### config.mk
export PLATFORM = sky130hd
export DESIGN_NAME = alu_accum
export DESIGN_NICKNAME = d
export VERILOG_FILES = /design/src/rtl/alu_accum_pkg.sv /design/src/rtl/alu_bcd_chain.sv /design/src/rtl/alu_bin_addsub.sv /design/src/rtl/alu_bitwise.sv /design/src/rtl/alu_accum.sv
export SDC_FILE = /design/constraint.sdc
export NUM_CORES = 1
export LEC_CHECK = 0
export BUFFER_PORTS_ARGS = -buffer_cell sky130_fd_sc_hd__buf_2
export CAP_MARGIN = 20
export CELL_PAD_IN_SITES_DETAIL_PLACEMENT = 0
export CELL_PAD_IN_SITES_GLOBAL_PLACEMENT = 1
export CORE_MARGIN = 3
export CORE_UTILIZATION = 49
export DETAILED_ROUTE_END_ITERATION = 6
export PLACE_DENSITY = 0.91
export SETUP_SLACK_MARGIN = 0.05
export SYNTH_ARGS = -nofsm -noshare
export SYNTH_HDL_FRONTEND = slang
export SYNTH_SLANG_ARGS = --single-unit
### constraint.sdc
create_clock -name vclk -period 45.2
set_input_delay 13.56 -clock vclk [all_inputs]
set_output_delay 13.56 -clock vclk [all_outputs]
set_load 0.02 [all_outputs]
### src/rtl/alu_accum_pkg.sv
package alu_accum_pkg;

  localparam int OP_W = 4;

  typedef enum logic [OP_W-1:0] {
    OP_ADD  = 4'd0,
    OP_SUB  = 4'd1,
    OP_CMP  = 4'd2,
    OP_BTST = 4'd3,
    OP_AND  = 4'd4,
    OP_OR   = 4'd5,
    OP_XOR  = 4'd6,
    OP_LOAD = 4'd7
  } alu_op_e;

  localparam int FLG_C = 0;
  localparam int FLG_Z = 1;
  localparam int FLG_V = 2;
  localparam int FLG_N = 3;

  localparam logic [3:0] FWE_ALL   = 4'b1111;
  localparam logic [3:0] FWE_NZ    = 4'b1010;
  localparam logic [3:0] FWE_NZC   = 4'b1011;
  localparam logic [3:0] FWE_NVZ   = 4'b1110;
  localparam logic [3:0] FWE_NONE  = 4'b0000;

endpackage

### src/rtl/alu_bcd_chain.sv
module alu_bcd_chain #(
  parameter int NIB_W         = 4,
  parameter int DIGITS        = 4,
  parameter int NARROW_DIGITS = 2
) (
  input  logic [NIB_W*DIGITS-1:0] a_in,
  input  logic [NIB_W*DIGITS-1:0] b_in,
  input  logic                    sub_mode,
  input  logic                    link_in,
  output logic [NIB_W*DIGITS-1:0] dec_out,
  output logic                    link_narrow,
  output logic                    link_wide
);

  localparam logic [NIB_W-1:0] TEN  = NIB_W'(10);
  localparam logic [NIB_W:0]   NINE = (NIB_W+1)'(9);

  // link[i] is the carry (add) or borrow (subtract) entering digit i
  logic [DIGITS:0] link;
  assign link[0] = link_in;

  genvar gi;
  generate
    for (gi = 0; gi < DIGITS; gi++) begin : g_digit
      logic [NIB_W-1:0] da;
      logic [NIB_W-1:0] db;
      logic [NIB_W:0]   t_add;
      logic [NIB_W:0]   t_sub;
      logic             add_fix;
      logic             sub_fix;
      logic [NIB_W-1:0] add_dig;
      logic [NIB_W-1:0] sub_dig;

      assign da      = a_in[gi*NIB_W +: NIB_W];
      assign db      = b_in[gi*NIB_W +: NIB_W];
      assign t_add   = {1'b0, da} + {1'b0, db} + {{NIB_W{1'b0}}, link[gi]};
      assign t_sub   = {1'b0, da} - {1'b0, db} - {{NIB_W{1'b0}}, link[gi]};
      assign add_fix = t_add > NINE;
      assign sub_fix = t_sub[NIB_W];
      assign add_dig = add_fix ? (t_add[NIB_W-1:0] - TEN) : t_add[NIB_W-1:0];
      assign sub_dig = sub_fix ? (t_sub[NIB_W-1:0] + TEN) : t_sub[NIB_W-1:0];

      assign dec_out[gi*NIB_W +: NIB_W] = sub_mode ? sub_dig : add_dig;
      assign link[gi+1]                 = sub_mode ? sub_fix : add_fix;
    end
  endgenerate

  assign link_narrow = link[NARROW_DIGITS];
  assign link_wide   = link[DIGITS];

endmodule

### src/rtl/alu_bin_addsub.sv
module alu_bin_addsub #(
  parameter int DATA_W = 16
) (
  input  logic [DATA_W-1:0] a_in,
  input  logic [DATA_W-1:0] b_in,
  input  logic              sub_mode,
  input  logic              cin,
  output logic [DATA_W-1:0] sum,
  output logic              c_wide,
  output logic              c_narrow
);

  localparam int HALF = DATA_W / 2;

  logic [DATA_W-1:0] b_eff;
  logic [DATA_W:0]   full;

  assign b_eff    = sub_mode ? ~b_in : b_in;
  assign full     = {1'b0, a_in} + {1'b0, b_eff} + {{DATA_W{1'b0}}, cin};
  assign sum      = full[DATA_W-1:0];
  assign c_wide   = full[DATA_W];
  // carry into bit HALF recovered from that bit's sum
  assign c_narrow = a_in[HALF] ^ b_eff[HALF] ^ full[HALF];

endmodule

### src/rtl/alu_bitwise.sv
module alu_bitwise #(
  parameter int DATA_W = 16
) (
  input  logic [DATA_W-1:0] a_in,
  input  logic [DATA_W-1:0] b_in,
  input  logic [1:0]        sel,
  output logic [DATA_W-1:0] y
);

  always_comb begin
    unique case (sel)
      2'd0:    y = a_in & b_in;
      2'd1:    y = a_in | b_in;
      2'd2:    y = a_in ^ b_in;
      default: y = b_in;
    endcase
  end

endmodule

### src/rtl/alu_accum.sv
module alu_accum
  import alu_accum_pkg::*;
#(
  parameter int DATA_W = 16,
  parameter int NIB_W  = 4
) (
  input  logic [DATA_W-1:0] reg_in,
  input  logic [DATA_W-1:0] operand,
  input  logic [OP_W-1:0]   op,
  input  logic              carry_in,
  input  logic              decimal,
  input  logic              wide,
  output logic [DATA_W-1:0] result,
  output logic              result_we,
  output logic              n_out,
  output logic              v_out,
  output logic              z_out,
  output logic              c_out,
  output logic [3:0]        flag_we
);

  localparam int HALF     = DATA_W / 2;
  localparam int DIGITS   = DATA_W / NIB_W;
  localparam int DIGITS_N = HALF / NIB_W;

  function automatic logic sign_at(input logic [DATA_W-1:0] x, input logic w);
    return w ? x[DATA_W-1] : x[HALF-1];
  endfunction

  function automatic logic zero_at(input logic [DATA_W-1:0] x, input logic w);
    return w ? (x == '0) : (x[HALF-1:0] == '0);
  endfunction

  function automatic logic bit_below_sign(input logic [DATA_W-1:0] x, input logic w);
    return w ? x[DATA_W-2] : x[HALF-2];
  endfunction

  // decode
  logic is_add, is_sub, is_cmp, is_logic, use_bcd;
  assign is_add   = (op == OP_ADD);
  assign is_sub   = (op == OP_SUB);
  assign is_cmp   = (op == OP_CMP);
  assign is_logic = (op[3:2] == 2'b01);
  assign use_bcd  = decimal & (is_add | is_sub);

  // binary adder, shared by add, subtract and compare
  logic [DATA_W-1:0] bin_sum;
  logic              bin_c_wide, bin_c_narrow, bin_carry;

  alu_bin_addsub #(.DATA_W(DATA_W)) u_bin (
    .a_in     (reg_in),
    .b_in     (operand),
    .sub_mode (~is_add),
    .cin      (is_cmp | carry_in),
    .sum      (bin_sum),
    .c_wide   (bin_c_wide),
    .c_narrow (bin_c_narrow)
  );
  assign bin_carry = wide ? bin_c_wide : bin_c_narrow;

  // digit-serial decimal path
  logic [DATA_W-1:0] bcd_sum;
  logic              bcd_link_n, bcd_link_w, bcd_link, bcd_carry;

  alu_bcd_chain #(
    .NIB_W         (NIB_W),
    .DIGITS        (DIGITS),
    .NARROW_DIGITS (DIGITS_N)
  ) u_bcd (
    .a_in        (reg_in),
    .b_in        (operand),
    .sub_mode    (is_sub),
    .link_in     (is_sub ? ~carry_in : carry_in),
    .dec_out     (bcd_sum),
    .link_narrow (bcd_link_n),
    .link_wide   (bcd_link_w)
  );
  assign bcd_link  = wide ? bcd_link_w : bcd_link_n;
  assign bcd_carry = is_sub ? ~bcd_link : bcd_link;

  // logic unit
  logic [DATA_W-1:0] logic_val;

  alu_bitwise #(.DATA_W(DATA_W)) u_logic (
    .a_in (reg_in),
    .b_in (operand),
    .sel  (op[1:0]),
    .y    (logic_val)
  );

  // arithmetic result and its overflow
  logic [DATA_W-1:0] arith_val;
  logic              arith_carry, add_ovf, sub_ovf;

  assign arith_val   = use_bcd ? bcd_sum : bin_sum;
  assign arith_carry = use_bcd ? bcd_carry : bin_carry;
  assign add_ovf     = sign_at(~(reg_in ^ operand) & (operand ^ arith_val), wide);
  assign sub_ovf     = sign_at((reg_in ^ operand) & (reg_in ^ arith_val), wide);

  // per-operation selection
  logic [DATA_W-1:0] new_val;

  always_comb begin
    new_val   = reg_in;
    result_we = 1'b0;
    flag_we   = FWE_NONE;
    n_out     = 1'b0;
    v_out     = 1'b0;
    z_out     = 1'b0;
    c_out     = 1'b0;
    if (is_add || is_sub) begin
      new_val   = arith_val;
      result_we = 1'b1;
      flag_we   = FWE_ALL;
      n_out     = sign_at(arith_val, wide);
      z_out     = zero_at(arith_val, wide);
      v_out     = is_add ? add_ovf : sub_ovf;
      c_out     = arith_carry;
    end else if (is_logic) begin
      new_val   = logic_val;
      result_we = 1'b1;
      flag_we   = FWE_NZ;
      n_out     = sign_at(logic_val, wide);
      z_out     = zero_at(logic_val, wide);
    end else if (is_cmp) begin
      flag_we   = FWE_NZC;
      n_out     = sign_at(bin_sum, wide);
      z_out     = zero_at(bin_sum, wide);
      c_out     = bin_carry;
    end else if (op == OP_BTST) begin
      flag_we   = FWE_NVZ;
      n_out     = sign_at(operand, wide);
      v_out     = bit_below_sign(operand, wide);
      z_out     = zero_at(reg_in & operand, wide);
    end
  end

  assign result = wide ? new_val : {reg_in[DATA_W-1:HALF], new_val[HALF-1:0]};

endmodule

==> results of run 1 <==
## area by class of cell
cell class | instances | area, sq um | share of cell area
Antenna cell | 1 | 2.502 | 0.0004778
Inverter | 73 | 274.0 | 0.05232
Multi-Input combinational cell | 523 | 4419 | 0.8438
Tap cell | 129 | 161.4 | 0.03082
Timing Repair Buffer | 71 | 380.4 | 0.07262
## stage by stage
stage	instances	worst slack (ps)	instance area [sq um]	utilization
final	797	7192	5238	0.5589
after global routing	796	6580	5235	0.5586
after CTS	796	7307	5235	0.5586
after detailed placement	796	7366	5235	0.5586
after global placement	795	7732	5220	0.5570
after floorplan	624	8684	4806	-
## tightest hold or removal path: cells and delay by family
| family | cells | cell delay (ps) |
|---|---|---|
| AOI/OAI and AO/OA | 1 | 130 |
| buffers and inverters | 2 | 270 |
## path summary, 6_finish.rpt
check                         to  slack, ps
worst max-delay path       z_out       7190
worst min-delay path  result[11]      27520
## kinds of logic (layout without fill, tap and decap cells)
logic type      count (synthesis)  count (layout)
other cells                     0               1
compound gates                169             169
buf+inv                       101             144
fa+ha+maj                      97              97
simple gates                  170             170
xor+xnor                       60              60
mux                            27              27
## cells in the final DEF, fill, tap and decap left out, drive strengths merged, types with 7 or more instances in the layout
cell type   n
a21oi      37
mux2i       9
a22o        9
nand3      16
buf        71
o22ai       7
o21ai      33
xnor2      48
inv        73
a211oi     11
nor2       42
nor3       19
mux4       16
o21a        7
a21o        7
and3        9
fa         18
a22oi       8
xor2       12
nor4        9
ha         79
nand2      36
## routing by layer
metal | routed length [um] | part of all wire
met1 | 6315 | 0.44
met2 | 6605 | 0.46
met3 | 1078 | 0.075
met4 | 341 | 0.024
met5 | 0 | 0
==> metrics.md, run 1 <==
| Metric | Value |
|---|---|
| Status | complete, no violations |
| Arr. time, crit path | between 20,000 and 25,000 ps |
| Met2 Usage GRT | 0.4184 |
| Dpl hpwl | 11,660 um |
| CP top delay family | adder cells |
| Clock buffer count | 0 |
| Final period util | 0.8409 |
| Fin. Hold Viols | 0 |
| Worst Max-Slew Pin Slew | about 740 ps |
| Worst stage delay on the critical path | 440 ps |
| Vias in the first global route | 4,738 |
| Crit path time final | 38,010 ps |
| Critical path startpoint | op[0] |
| Compound-cell area share of the yosys netlist | 0.2437 |
| Mapped Area | between 4000 and 5000 sq um |
| Seq/Total Area, Yosys | 0 |
| Final WL | about 14,000 um |
| Routing usage on met1 | 0.3448 |
| CP endpoint kind | output port |
| Setup bufs post-CTS | 0 |
| Hold WS | 27,520 ps |
| # nets final | 805 |
| Mux contribution to synthesized area | 0.09841 |
| Post-synthesis adder-cell area fraction | 0.2807 |
| Simple-Gate Fraction of Synth Area | 0.1833 |
| FILL cells | 935 |
| Initial Utilization | 0.5128 |
| Die height | ~110 um |
| Netlist cell types | just under 70 |
| I/O Buffers | between 60 and 70 |
| Most Crowded Layer GR | met2 |
| RSZ-0062 raised after global routing | false |
| WP data required | 31,640 ps |
| Die X | 105.0 um |
| Avg Cell Area, Syn | between 7 and 8 sq um |
| XOR/XNOR Fraction of Synth Area | 0.1093 |
| Max cap viols | 0 |
| Share of layout cells above drive strength 1 | 0.1574 |
| Mapped Cells | ~620 |
| Worst path most repeated cell | fa_1 |
| Fin Setup TNS | 0 ps |
| FMAX | 26.31 MHz |
| Syn Nets | 760 |
| Setup violators final | 0 |
| RePlAce Congestion | 0.8906 |
| Main combinational cell family by area after synthesis | adder cells |
| Count leader, synth | ha_1 |
| Critical Path Fanout Max | 34 |
| Area of the core | 9371 sq um |
| Critical path launch point type | input port |
| Worst hold stages | 3 |
| Num rows | 35 |
| CP Depth | 47 |
| Largest net degree at the start of global routing | 35 |
| Synth area leaders | ha_1 (21%), xnor2_1 (8.7%), fa_1 (7.5%), mux4_2 (7.5%), inv_1 (5.7%) |
| Via density | 6.161 |
| Total number of vias | 4,910 |
| # hold bufs at CTS | 0 |
| FFs & Latches | 0 |
| Critical path type | input port to output port |
| Final slew viol count | 0 |
| Register Area | 0 sq um |
| Wirelength per Cell | between 15 and 20 um |
| Top cell type's share of synthesized area | 0.2057 |
| Hold Crit Start | reg_in[11] |
| Initial DRC Count | ~420 |
| Total GRT Usage | 0.2499 |
| Initial antenna violation count | 1 |
| Synth cell count leaders | ha_1 (79), inv_1 (73), xnor2_1 (48) |
| GR Util met3 | 0.02532 |
| DRC Markers | 0 |
| Final antenna-violating net count | 0 |
| Area growth syn-to-layout | 8.982% |
| I/O Pins | 64 |
| Worst path bufs/invs | 9 |
| Type of the worst min-delay path | input port to output port |
| Resized cells post-CTS | 0 |
| 1st-pass router iterations | 7 |
| Slowest cell on the critical path | a21boi_0 |
| Die area | 11,030 sq um |
| Post-synth top area cell | ha_1 |
| Max-slew headroom | 0.5099 |
| Yosys warnings | 0 |
| GRT overflow | 0 |
| Global-route wire length before repair | 23,030 um |
==> inputs of run 2 (changes only) <==
--- a/config.mk
+++ b/config.mk
@@ -10,9 +10,9 @@
 export CELL_PAD_IN_SITES_DETAIL_PLACEMENT = 0
 export CELL_PAD_IN_SITES_GLOBAL_PLACEMENT = 1
 export CORE_MARGIN = 3
-export CORE_UTILIZATION = 49
+export CORE_UTILIZATION = 46
 export DETAILED_ROUTE_END_ITERATION = 6
-export PLACE_DENSITY = 0.91
+export PLACE_DENSITY = 0.86
 export SETUP_SLACK_MARGIN = 0.05
 export SYNTH_ARGS = -nofsm -noshare
 export SYNTH_HDL_FRONTEND = slang
==> constraint.sdc (replaced) <==
create_clock -name vclk -period 39.1
set_input_delay 11.73 -clock vclk [all_inputs]
set_output_delay 11.73 -clock vclk [all_outputs]
set_load 0.02 [all_outputs]
==> run 2 against run 1 <==
Wire length rose by 4.6%. Final cell count rose by 0.13%. Global-route usage rose by 0.38 points. Highest routed layer unchanged. First-iteration DRC count rose by 3.6%. Critical path depth did not move. Die area rose by 6.1%. Count of clock-buffer cells in the layout did not move. Via count rose by 0.57%. Cell area fell by 0.38%.
==> metrics.md, run 2 (synthesized netlist as in run 1, its figures left out) <==
| Metric | Value |
|---|---|
| Status | complete, no violations |
| Critical path startpoint | op[0] |
| Clock buffer count | 0 (unchanged) |
| I/O Buffers | 64 (unchanged) |
| Crit path time final | 34,800 ps |
| 1st-pass router iterations | 5 (-2) |
| CP endpoint kind | output port |
| Largest net degree at the start of global routing | 35 (unchanged) |
| Initial antenna violation count | 0 (-1) |
| WP data required | 27,370 ps (-4270 ps) |
| Critical path type | input port to output port |
| Dpl hpwl | 12,230 um (+5.0%) |
| Final WL | 15,000 um (+4.6%) |
| Final slew viol count | 0 (unchanged) |
| Resized cells post-CTS | 0 (unchanged) |
| Fin Setup TNS | 0 ps (unchanged) |
| FILL cells | 986 (+5.5%) |
| Leakage | 2.369 nW |
| Max cap viols | 0 (unchanged) |
| RePlAce Congestion | 0.9316 (+4.6%) |
| # hold bufs at CTS | 0 (unchanged) |
| GRT overflow | 0 (unchanged) |
| Worst Max-Slew Pin Slew | 793.9 ps (+58.67 ps) |
| Commonest non-fill, non-tap cell in the layout | ha_1 |
| I/O Pins | 64 (unchanged) |
| Final Instance Count excl. Fillers | 798 (+0.13%) |
| Critical Path Fanout Max | 34 (unchanged) |
| Worst stage delay on the critical path | 600 ps (+160 ps) |
| # nets final | 803 (-0.25%) |
| Total number of vias | 4,938 (+0.57%) |
| Slowest cell on the critical path | buf_2 |
| FMAX | 28.74 MHz |
| DRC Markers | 0 (unchanged) |
| FFs & Latches | 0 (unchanged) |
| Final antenna-violating net count | 0 (unchanged) |
| Initial Utilization | 0.4828 (-0.03004) |
| Die X | 108.2 um (+3.0%) |
| Hold Crit Start | reg_in[11] |
| Fin. Hold Viols | 0 (unchanged) |
| PwrDens | 23.41 nW/um^2 |
| Num rows | 36 (+2.9%) |
| Vias in the first global route | 4,698 (-0.84%) |
| Via density | 6.188 (+0.44%) |
| Setup violators final | 0 (unchanged) |
| Placed Cells | 798 (+0.25%) |
| Setup bufs post-CTS | 0 (unchanged) |
| Total GRT Usage | 0.2537 (+0.003786) |
| Area of the core | 9955 sq um (+6.2%) |
| Arr. time, crit path | 23,070 ps (-1380 ps) |
| Wirelength per Cell | 18.80 um (+4.5%) |
| Most frequent cells in the layout | ha_1 (79), inv_1 (73), buf_2 (64) |
| Die height | 108.2 um (+3.0%) |
| Type of the worst min-delay path | input port to output port |
| Max-slew headroom | 0.4707 (-0.03911) |
| Register Area | 0 sq um (unchanged) |
| Initial DRC Count | 434 (+3.6%) |
| Worst vdd ir | between 0.000009 and 0.00001 V |
| Die area | 11,710 sq um (+6.1%) |
| Final period util | 0.8899 |
| Share of layout cells above drive strength 1 | 0.1549 (-0.002534) |
| Critical path launch point type | input port |
| Final core utilization | 0.5241 (-0.03475) |
| Area growth syn-to-layout | 8.565% |
| ANT cells | 0 (-1) |
| Worst path most repeated cell | fa_1 |
| RSZ-0062 raised after global routing | false |
| Global-route wire length before repair | 24,270 um (+5.4%) |
run 2: area by class of cell:
| type | instances | area, sq um | area share |
|---|---|---|---|
| multi-input cells | 523 | 4419 | 0.8470 |
| repair buffers | 69 | 357.8 | 0.06859 |
| inverters | 73 | 274.0 | 0.05252 |
| well taps | 133 | 166.4 | 0.03189 |
run 2: through the flow:
stage               worst slack [ps]  cell area (sq um)  total power, mW  hold WS [ps]
finish                          4304               5218           0.1221         23850
global route                    3444               5218           0.1347         23890
CTS                             4460               5218           0.1203         23860
detailed placement              4507               5218           0.1194         23860
global placement                4902               5218           0.1170         23860
floorplan                       6244               4806          0.09014         23660
run 2: routing by layer:
layer | wire, um | global-route usage
met5 | 0 | 0
met4 | 369 | 0.04418
met3 | 800 | 0.01254
met2 | 6895 | 0.4227
met1 | 6936 | 0.3677
run 2: worst max-delay path: cells and delay by family:
family / cells / cell delay (ps)
and+or+nand+nor: 9 / 1280
buffers and inverters: 9 / 1590
xor gates and xnor gates: 5 / 1490
adders and majority gates: 12 / 4320
muxes: 2 / 310
AOI/OAI and AO/OA: 10 / 2330
run 2: path summary, 6_finish.rpt:
path | endpoint | slack, ps | cells after the start
setup / recovery | z_out | 4300 | 47
hold / removal | result[11] | 23850 | 3
run 2: where the power goes:
part	total, mW	switching, mW	internal, mW
Combinational	0.122	0.0717	0.0504
Clock	0	0	0
Sequential	0	0	0
Power figures use the tool's default switching activity.
